===== src/rtl/sw_port_pkg.sv =====
package sw_port_pkg;
    typedef enum logic [1:0] {F_HUNT, F_BITS, F_STOP} frm_state_t;
    typedef enum logic [1:0] {S_IDLE, S_CLKHI, S_MARK} str_state_t;
    typedef enum logic [1:0] {B_EMPTY, B_READY, B_SHIFT} buf_state_t;
endpackage


===== src/rtl/sw_dclk_sync.sv =====
module sw_dclk_sync #(
    parameter int STAGES = 2
) (
    input  logic clk,
    input  logic rst_n,
    input  logic async_in,
    output logic rise
);
    logic [STAGES-1:0] chain;
    logic              prev;

    always_ff @(posedge clk or negedge rst_n) begin
        if (!rst_n) chain[0] <= 1'b0;
        else        chain[0] <= async_in;
    end

    generate
        for (genvar g = 1; g < STAGES; g++) begin : g_stage
            always_ff @(posedge clk or negedge rst_n) begin
                if (!rst_n) chain[g] <= 1'b0;
                else        chain[g] <= chain[g-1];
            end
        end
    endgenerate

    always_ff @(posedge clk or negedge rst_n) begin
        if (!rst_n) prev <= 1'b0;
        else        prev <= chain[STAGES-1];
    end

    assign rise = chain[STAGES-1] & ~prev;
endmodule


===== src/rtl/sw_frame_rx.sv =====
module sw_frame_rx
    import sw_port_pkg::*;
#(
    parameter int WORD_W = 8
) (
    input  logic              clk,
    input  logic              rst_n,
    input  logic              clr,
    input  logic              bit_vld,
    input  logic              bit_in,
    output logic              dstb,
    output logic              dbit,
    output logic              dlast,
    output logic              fok,
    output logic [WORD_W-1:0] fbyte
);
    localparam int CW = (WORD_W > 1) ? $clog2(WORD_W) : 1;
    localparam logic [CW-1:0] LAST = CW'(WORD_W - 1);

    frm_state_t        st, nxt;
    logic [CW-1:0]     cnt;
    logic [WORD_W-1:0] sh;

    always_ff @(posedge clk or negedge rst_n) begin
        if (!rst_n)   st <= F_HUNT;
        else if (clr) st <= F_HUNT;
        else          st <= nxt;
    end

    always_comb begin
        nxt = st;
        unique case (st)
            F_HUNT: if (bit_vld && !bit_in)      nxt = F_BITS;
            F_BITS: if (bit_vld && cnt == LAST)  nxt = F_STOP;
            F_STOP: if (bit_vld)                 nxt = F_HUNT;
            default:                             nxt = F_HUNT;
        endcase
    end

    always_ff @(posedge clk or negedge rst_n) begin
        if (!rst_n) begin
            cnt   <= '0;
            sh    <= '0;
            dstb  <= 1'b0;
            dbit  <= 1'b0;
            dlast <= 1'b0;
            fok   <= 1'b0;
            fbyte <= '0;
        end else begin
            dstb  <= 1'b0;
            dlast <= 1'b0;
            fok   <= 1'b0;
            if (clr) begin
                cnt <= '0;
            end else begin
                unique case (st)
                    F_HUNT: cnt <= '0;
                    F_BITS: if (bit_vld) begin
                        dstb  <= 1'b1;
                        dbit  <= bit_in;
                        dlast <= (cnt == LAST);
                        sh    <= {bit_in, sh[WORD_W-1:1]};
                        cnt   <= cnt + 1'b1;
                    end
                    F_STOP: if (bit_vld && bit_in) begin
                        fok   <= 1'b1;
                        fbyte <= sh;
                    end
                    default: cnt <= '0;
                endcase
            end
        end
    end
endmodule


===== src/rtl/sw_stream_out.sv =====
module sw_stream_out
    import sw_port_pkg::*;
(
    input  logic clk,
    input  logic rst_n,
    input  logic clr,
    input  logic half_tick,
    input  logic dstb,
    input  logic dbit,
    input  logic dlast,
    output logic dclk_q,
    output logic data_q,
    output logic dr_n_q
);
    str_state_t st, nxt;
    logic       last_q;

    always_ff @(posedge clk or negedge rst_n) begin
        if (!rst_n)   st <= S_IDLE;
        else if (clr) st <= S_IDLE;
        else          st <= nxt;
    end

    always_comb begin
        nxt = st;
        unique case (st)
            S_IDLE:  if (dstb) nxt = S_CLKHI;
            S_CLKHI: if (dstb)           nxt = S_CLKHI;
                     else if (half_tick) nxt = last_q ? S_MARK : S_IDLE;
            S_MARK:  if (dstb)           nxt = S_CLKHI;
                     else if (half_tick) nxt = S_IDLE;
            default: nxt = S_IDLE;
        endcase
    end

    always_ff @(posedge clk or negedge rst_n) begin
        if (!rst_n) begin
            data_q <= 1'b1;
            last_q <= 1'b0;
        end else if (clr) begin
            data_q <= 1'b1;
            last_q <= 1'b0;
        end else if (dstb) begin
            data_q <= dbit;
            last_q <= dlast;
        end
    end

    always_comb begin
        dclk_q = (st == S_CLKHI);
        dr_n_q = (st != S_MARK);
    end
endmodule


===== src/rtl/sw_byte_buf.sv =====
module sw_byte_buf
    import sw_port_pkg::*;
#(
    parameter int WORD_W = 8
) (
    input  logic              clk,
    input  logic              rst_n,
    input  logic              clr,
    input  logic              fok,
    input  logic [WORD_W-1:0] fbyte,
    input  logic              rise,
    output logic              data_q,
    output logic              dr_n_q,
    output logic              ovr_q
);
    localparam int CW = $clog2(WORD_W + 1);
    localparam logic [CW-1:0] FULL = CW'(WORD_W);
    localparam logic [CW-1:0] ONE  = CW'(1);

    buf_state_t        st, nxt;
    logic [WORD_W-1:0] sh;
    logic [CW-1:0]     left;

    always_ff @(posedge clk or negedge rst_n) begin
        if (!rst_n)   st <= B_EMPTY;
        else if (clr) st <= B_EMPTY;
        else          st <= nxt;
    end

    always_comb begin
        nxt = st;
        unique case (st)
            B_EMPTY: if (fok) nxt = B_READY;
            B_READY: if (fok)       nxt = B_READY;
                     else if (rise) nxt = (left == ONE) ? B_EMPTY : B_SHIFT;
            B_SHIFT: if (fok)       nxt = B_READY;
                     else if (rise && left == ONE) nxt = B_EMPTY;
            default: nxt = B_EMPTY;
        endcase
    end

    always_ff @(posedge clk or negedge rst_n) begin
        if (!rst_n) begin
            sh    <= '0;
            left  <= '0;
            ovr_q <= 1'b0;
        end else if (clr) begin
            sh    <= '0;
            left  <= '0;
            ovr_q <= 1'b0;
        end else if (fok) begin
            sh    <= fbyte;
            left  <= FULL;
            if (st != B_EMPTY) ovr_q <= 1'b1;
        end else if (rise && st != B_EMPTY) begin
            sh   <= {1'b0, sh[WORD_W-1:1]};
            left <= left - 1'b1;
        end
    end

    always_comb begin
        data_q = (st == B_EMPTY) ? 1'b1 : sh[0];
        dr_n_q = (st != B_READY);
    end
endmodule


===== src/rtl/serial_word_port.sv =====
module serial_word_port #(
    parameter int WORD_W      = 8,
    parameter int SYNC_STAGES = 2
) (
    input  logic clk,
    input  logic rst_n,
    input  logic pwdn,
    input  logic fsk_en,
    input  logic mode_sel,
    input  logic half_tick,
    input  logic bit_vld,
    input  logic bit_in,
    input  logic dclk_in,
    output logic dclk_out,
    output logic dclk_oe,
    output logic data_out,
    output logic dr_n,
    output logic overrun
);
    logic              dstb, dbit, dlast, fok, rise;
    logic [WORD_W-1:0] fbyte;
    logic              s_dclk, s_data, s_dr_n;
    logic              b_data, b_dr_n, b_ovr;
    logic              frm_clr, str_clr, buf_clr;

    assign frm_clr = pwdn | ~fsk_en;
    assign str_clr = pwdn | mode_sel;
    assign buf_clr = pwdn | ~mode_sel;

    sw_frame_rx #(.WORD_W(WORD_W)) u_frame (
        .clk(clk), .rst_n(rst_n), .clr(frm_clr),
        .bit_vld(bit_vld), .bit_in(bit_in),
        .dstb(dstb), .dbit(dbit), .dlast(dlast),
        .fok(fok), .fbyte(fbyte)
    );

    sw_stream_out u_stream (
        .clk(clk), .rst_n(rst_n), .clr(str_clr),
        .half_tick(half_tick), .dstb(dstb), .dbit(dbit), .dlast(dlast),
        .dclk_q(s_dclk), .data_q(s_data), .dr_n_q(s_dr_n)
    );

    sw_dclk_sync #(.STAGES(SYNC_STAGES)) u_sync (
        .clk(clk), .rst_n(rst_n), .async_in(dclk_in), .rise(rise)
    );

    sw_byte_buf #(.WORD_W(WORD_W)) u_buf (
        .clk(clk), .rst_n(rst_n), .clr(buf_clr),
        .fok(fok), .fbyte(fbyte), .rise(rise),
        .data_q(b_data), .dr_n_q(b_dr_n), .ovr_q(b_ovr)
    );

    assign dclk_oe  = ~mode_sel & ~pwdn;
    assign dclk_out = s_dclk;
    assign data_out = mode_sel ? b_data : s_data;
    assign dr_n     = s_dr_n & b_dr_n;
    assign overrun  = b_ovr;
endmodule


===== config.mk =====
export PLATFORM = sky130hd
export DESIGN_NAME = serial_word_port
export DESIGN_NICKNAME = d
export VERILOG_FILES = /design/src/rtl/sw_port_pkg.sv /design/src/rtl/sw_dclk_sync.sv /design/src/rtl/sw_frame_rx.sv /design/src/rtl/sw_stream_out.sv /design/src/rtl/sw_byte_buf.sv /design/src/rtl/serial_word_port.sv
export SDC_FILE = /design/constraint.sdc
export NUM_CORES = 1
export LEC_CHECK = 0
export CAP_MARGIN = 0
export CORE_MARGIN = 2
export CORE_UTILIZATION = 61
export CTS_CLUSTER_DIAMETER = 40
export CTS_CLUSTER_SIZE = 8
export DETAILED_ROUTE_END_ITERATION = 16
export PLACE_DENSITY = 0.86
export REMOVE_ABC_BUFFERS = 1
export SLEW_MARGIN = 10
export SYNTH_ARGS = -nofsm -noshare
export SYNTH_HDL_FRONTEND = slang
export SYNTH_HIERARCHICAL = 1
export SYNTH_SLANG_ARGS = --single-unit

===== constraint.sdc =====
create_clock -name clk -period 2.3 [get_ports clk]
set_input_delay 0.46 -clock clk [delete_from_list [all_inputs] [get_ports clk]]
set_output_delay 0.46 -clock clk [all_outputs]
set_load 0.02 [all_outputs]

# [Word level (Yosys, flattened, before mapping)]
# Index checks and enable logic that the tools add are counted.
[totals] regBits=47 latchBits=0 in_bits=9 mem_bits_ro=0 mem_count=0 ram_bits=0 word_cells=121
[op_classes] n_reduce_logical=21 shift=0 muxes=48 bitwise_logic=11 eq_ne=21 mul=0 order_cmp=0 div=0 n_addsub=2
[op_table] operator="$mux W2" n=18
[op_table] operator="$mux W8" n=3
[op_table] operator="$mux W1" n=18
[op_table] operator="$pmux W2 S3" n=3
[op_table] operator="$reduce_and A3 Y1" n=5
[op_table] operator="$mux W4" n=3
[op_table] operator="$ne A3 B3 Y1 const B" n=4
[op_table] operator="$ne A4 B3 Y1 const B" n=2
[op_table] operator="$reduce_bool A2 Y1" n=4
[op_table] operator="$eq A2 B1 Y1 const B" n=3
[op_table] operator="$eq A2 B2 Y1 const B" n=3
[op_table] operator="$logic_not A2 Y1" n=3
[op_table] operator="$mux W3" n=2
[op_table] operator="$ne A3 B2 Y1 const B" n=2
[op_table] operator="$pmux W3 S2" n=1
[op_table] operator="$logic_and A1 B1 Y1" n=5
[op_table] operator="$not A1 Y1" n=5
[op_table] operator="$eq A4 B1 Y1 const B" n=1
[op_table] operator="$ne A2 B2 Y1 const B" n=2
[op_table] operator="$ne A4 B2 Y1 const B" n=1
[op_table] operator="$ne A4 B4 Y1 const B" n=1
[op_table] operator="$reduce_and A2 Y1" n=2
[op_table] operator="$sub A4 B1 Y4 const B" n=1
[op_table] operator="$add A3 B1 Y3 const B" n=1
[op_table] operator="other kinds (6)" n=10

# [Longest topological paths before layout]
[depth] depth_word=7 ltp_mapped=5 mapped_depth_nobuf=5

# [By module]
# Netlist, hierarchy kept.
[by_module_without_submodules] module="sw_frame_rx" area_each_um2=974.7 cells_each=67 instances=1 seq_area_each_um2=600.6
[by_module_without_submodules] module="sw_byte_buf" area_each_um2=757.0 cells_each=72 instances=1 seq_area_each_um2=375.4
[by_module_without_submodules] module="sw_stream_out" area_each_um2=193.9 cells_each=16 instances=1 seq_area_each_um2=101.3
[by_module_without_submodules] module="sw_dclk_sync" area_each_um2=88.8 cells_each=4 instances=1 seq_area_each_um2=75.1
[by_module_without_submodules] module="serial_word_port" area_each_um2=43.8 cells_each=6 instances=1 seq_area_each_um2=0.0

# [Least setup slack after synthesis]
# Ideal clock, no wire load.
[synth_timing] path_kind="in2reg" start="input pwdn" end="register u_frame.dbit" arrival_time_ns=1.343 path_stages=4 path_slack_ns=0.832 setup_ns=0.125 t_required_ns=2.175 cell_sequence="nand2b_1 -> and3b_1 -> buf_6 -> mux2_2"
[synth_via] elab_chain_len=3
[synth_lines] item="start: declaration" line_no="serial_word_port.sv:7" source="input logic pwdn,"
[synth_lines] item="$or A1 B1 Y1" line_no="serial_word_port.sv:26" source="assign frm_clr = pwdn | ~fsk_en;"
[synth_lines] item="$not A1 Y1 (no line)"
[synth_lines] item="$reduce_and A3 Y1 (no line)"
[synth_lines] item="end signal: assignment" line_no="sw_frame_rx.sv:60" source="dbit <= bit_in;"
[synth_lines] item="end: declaration" line_no="sw_frame_rx.sv:12" source="output logic dbit,"
# Every way passes these cells.
# A chain may end at the register's enable or synchronous reset.

# [Final worst setup path]
[layout_timing] start="input mode_sel" end="output dclk_oe"
[layout_via] elab_chain_len=2
[layout_lines] item="start: declaration" line_no="serial_word_port.sv:9" source="input logic mode_sel,"
[layout_lines] item="$not A1 Y1" line_no="serial_word_port.sv:53" source="assign dclk_oe = ~mode_sel & ~pwdn;"
[layout_lines] item="$and A1 B1 Y1" line_no="serial_word_port.sv:53"
[layout_lines] item="end: declaration" line_no="serial_word_port.sv:15" source="output logic dclk_oe,"
# Every way passes these cells.

==> flow_summary_export.csv <==
group,metric,value,unit
worst_hold_path,hold_class,"input pin to asynchronous set/reset pin",
worst_setup_path,cp.arrival,1.74,ns
floorplan,initial_core_util,62.7,%
floorplan,dieWidth,62.1,um
yosys,yosysWarnings,6,
cts,cts_tree,"built",
worst_setup_path,r2r_end,"u_frame/sh[2]",
sta,setup_viol,0,
routing,drc,0,
sta,worstMarginPinSlew,0.676,ns
worst_setup_path,crit_required,1.84,ns
job,cap_violations,0,
outcome,status,"complete, no violations",
sta,final.period_utilization,95.6,%
power_and_ir_drop,powerDensity,595,nW/um2
cts,cts-root-buf,"clkbuf_4",
worst_setup_path,cp_max_fo,3,
yosys,synthesis.instances,165,
routing,firstDrtPassIters,4,
grt,grt_max_degree,31,
yosys,synth_edf_count,0,
floorplan,row_count,21,
sta,slew_headroom,55.0,%
routing,viasPerCell,5.45,
worst_setup_path,cp.buffers_inverters,3,
worst_setup_path,rrSetupSlack,0.66,ns
yosys,async_flop_share,100,%
worst_setup_path,r2r_cells,3,
grt,grt_pass1_vias,1172,
floorplan,die_area,3850,um2
placed_design,finalWeightedCongestion,0.726,
worst_setup_path,worstSetupPathType,"input pin to output pin",
sta,max_freq,455,MHz
worst_setup_path,cp_slowest_stage_delay,0.61,ns
sta,skew,0.00593,ns
power_and_ir_drop,leakagePower,0.00112,uW
cts,cts_setup_buffers,0,
routing,dr.first_iter.drc_count,56,
floorplan,die_y,62.1,um
cts,cts_sinks,46,
grt,antenna_found_initial,0,
routing,wl_per_cell,14.9,um
yosys,synth_top_area_share,54.7,%
floorplan,core_area,3280,um2
cts,path_clk_slew,0.12,ns
yosys,synthTopCellsByArea,"dfrtp_1 (55%), mux2_2 (8.8%), mux2i_1 (4.4%)",
yosys,syn_area_per_cell,12.5,um2
sta,maxSlewViolCount,0,
cts,worstSkewPairLatency,0.35,ns
floorplan,pin_count,14,
sta,period_needed,2.20,ns
worst_setup_path,path_cells,"clkdlybuf4s50_1 -> buf_4 -> nor2_1 -> clkdlybuf4s50_1",
cts,cts_buffers,5,
cts,clock_path_buffers,2,
sta,worst_slack,0.101,ns
yosys,synth.distinct_cells,46,
yosys,synthFlopType,"dfrtp_1",
yosys,synth_seq_cells,46,
finish,n_antenna_cell,0,
finish,area_delta_synth_final,12.8,%
finish,finalNetCount,197,
placed_design,port-buffer-count,13,
sta,hold_viol,0,
cts,htree_levels,2,
worst_setup_path,end_kind,"output pin",
worst_setup_path,start_kind,"input pin",
worst_setup_path,r2r_start,"u_frame/st[0]",
yosys,yosys.area.top_type,"dfrtp_1",
placed_design,dpl.hpwl,2590,um
sta,rsz0062_at_grt,"false",
yosys,syn-cell-area,2060,um2
worst_setup_path,cp_top_family,"buffers and inverters",
routing,vias,1254,
routing,drt_wl_total,3430,um
grt,grt_overflow_total,0,
power_and_ir_drop,vdd_drop_max,0.509,mV
routing,ant_nets,0,
worst_setup_path,crit_path_frequent_cell,"clkdlybuf4s50_1",
grt,grt_util_all_layers,19.8,%
grt,grt_pass1_wl,5270,um
yosys,synth_seq_area_share,56.0,%
finish,drive_above_1_share,21.2,%
worst_setup_path,slowest_stage,"clkdlybuf4s50_1",
placed_design,dp_slack,0.0505,ns
sta,setup_tns,0,ns
-- Yosys cell counts, types with 2 or more instances --
master    instances
nand3_1           5
ha_1              4
buf_6             2
nor2b_1           3
nor3_1            3
nor3b_1           2
and2_1            2
inv_1             5
a21oi_1           8
nor2_1            9
a211oi_1          8
or3_1             2
o21a_1            2
nand2b_1          5
dfrtp_1          45
buf_2             3
mux2i_1           9
mux2_2           16
o21ai_0           5
-- layout make-up --
class / count / area [um2]
multi-input combinational: 107 / 842
sequential: 46 / 1150
tap: 46 / 57.6
fill: 234 / 963
inverter: 6 / 22.5
clock buffer: 6 / 51.3
clock inverter: 1 / 30.0
timing repair buffer: 18 / 165
-- flip-flops by register name, indices dropped and copies added, names as in the netlist --
register	count
u_frame/dlast	1
u_frame/sh	7
u_buf/left	4
u_stream/data_q	1
u_sync/prev	1
u_stream/last_q	1
u_stream/st	2
u_buf/ovr_q	1
u_frame/fok	1
u_frame/st	2
u_frame/dbit	1
u_frame/dstb	1
u_frame/cnt	3
u_buf/st	2
u_frame/fbyte	8
u_sync/chain	2
u_buf/sh	8
-- report_power, final --
| part | internal [uW] | leakage [uW] | switching [uW] |
|---|---|---|---|
| combinational | 29.2 | 0.000443 | 36.3 |
| clock | 253 | 0.0000443 | 240 |
| sequential | 816 | 0.000631 | 6.59 |
| total | 1100 | 0.00112 | 283 |
-- how the worst max path moves through the flow --
stage	from	endpoint	depth (start not counted)	slack, ns
after floorplan	pwdn	u_frame/dbit	3	0.74
after global placement	mode_sel	data_out	3	0.05
after detailed placement	mode_sel	data_out	3	0.05
after CTS	u_buf/st[1]	data_out	3	0.01
after global routing	u_buf/st[1]	dr_n	3	0.03
final	mode_sel	dclk_oe	4	0.10
-- through the flow --
step | cell area [um2] | hold WS (ns) | utilization, % | total power [uW] | std cells
finish | 2320 | 0.107 | 70.7 | 1380 | 230
global route | 2320 | 0.117 | 70.7 | 1430 | 230
detailed placement | 2240 | 0.343 | 68.1 | 905 | 223
global placement | 2240 | 0.339 | 68.1 | 902 | 223
CTS | 2320 | 0.123 | 70.6 | 1390 | 230
floorplan | 2020 | 0.164 | - | 858 | 159
-- layer usage --
metal | vias to the layer above | routed length, um | track usage (%)
met4 | 0 | 81 | 9.73
met1 | 609 | 1450 | 25.4
li1 | 625 | - | -
met3 | 8 | 94 | 5.80
met2 | 12 | 1800 | 30.8
met5 | - | 0 | 0
-- cells in the final DEF (no fill, tap or decap), types with 2 or more instances in the layout --
master	synthesis	layout
a211oi_1	8	8
nor3b_1	2	2
and2_1	2	2
nand3_1	5	5
nand2b_1	5	5
buf_4	0	5
inv_1	5	5
o21ai_0	5	5
nor2b_1	3	3
mux2_2	16	16
or3_1	2	2
nor3_1	3	3
mux2i_1	9	9
clkdlybuf4s50_1	0	11
dfrtp_1	45	45
clkbuf_4	0	5
nor2_1	9	9
o21a_1	2	2
ha_1	4	4
a21oi_1	8	8
-- what timing repair did --
action                                  CTS  global route
hold buffers                              0             0
resized for setup                         0             1
endpoints found under the setup margin    0             1
-- cells by family (layout without fill, tap and decap cells) --
group,count (synthesis),after routing,synth area share [%]
multiplexers,26,26,13.9
buffers and inverters,12,31,3.10
AND/OR/NAND/NOR,45,45,14.2
flip-flops,46,46,56.0
AO/OA/AOI/OAI,30,30,9.54
adder cells (fa/ha/maj),4,4,2.43
XOR/XNOR,2,2,0.851
No activity file was read; power rests on OpenSTA's default activity.
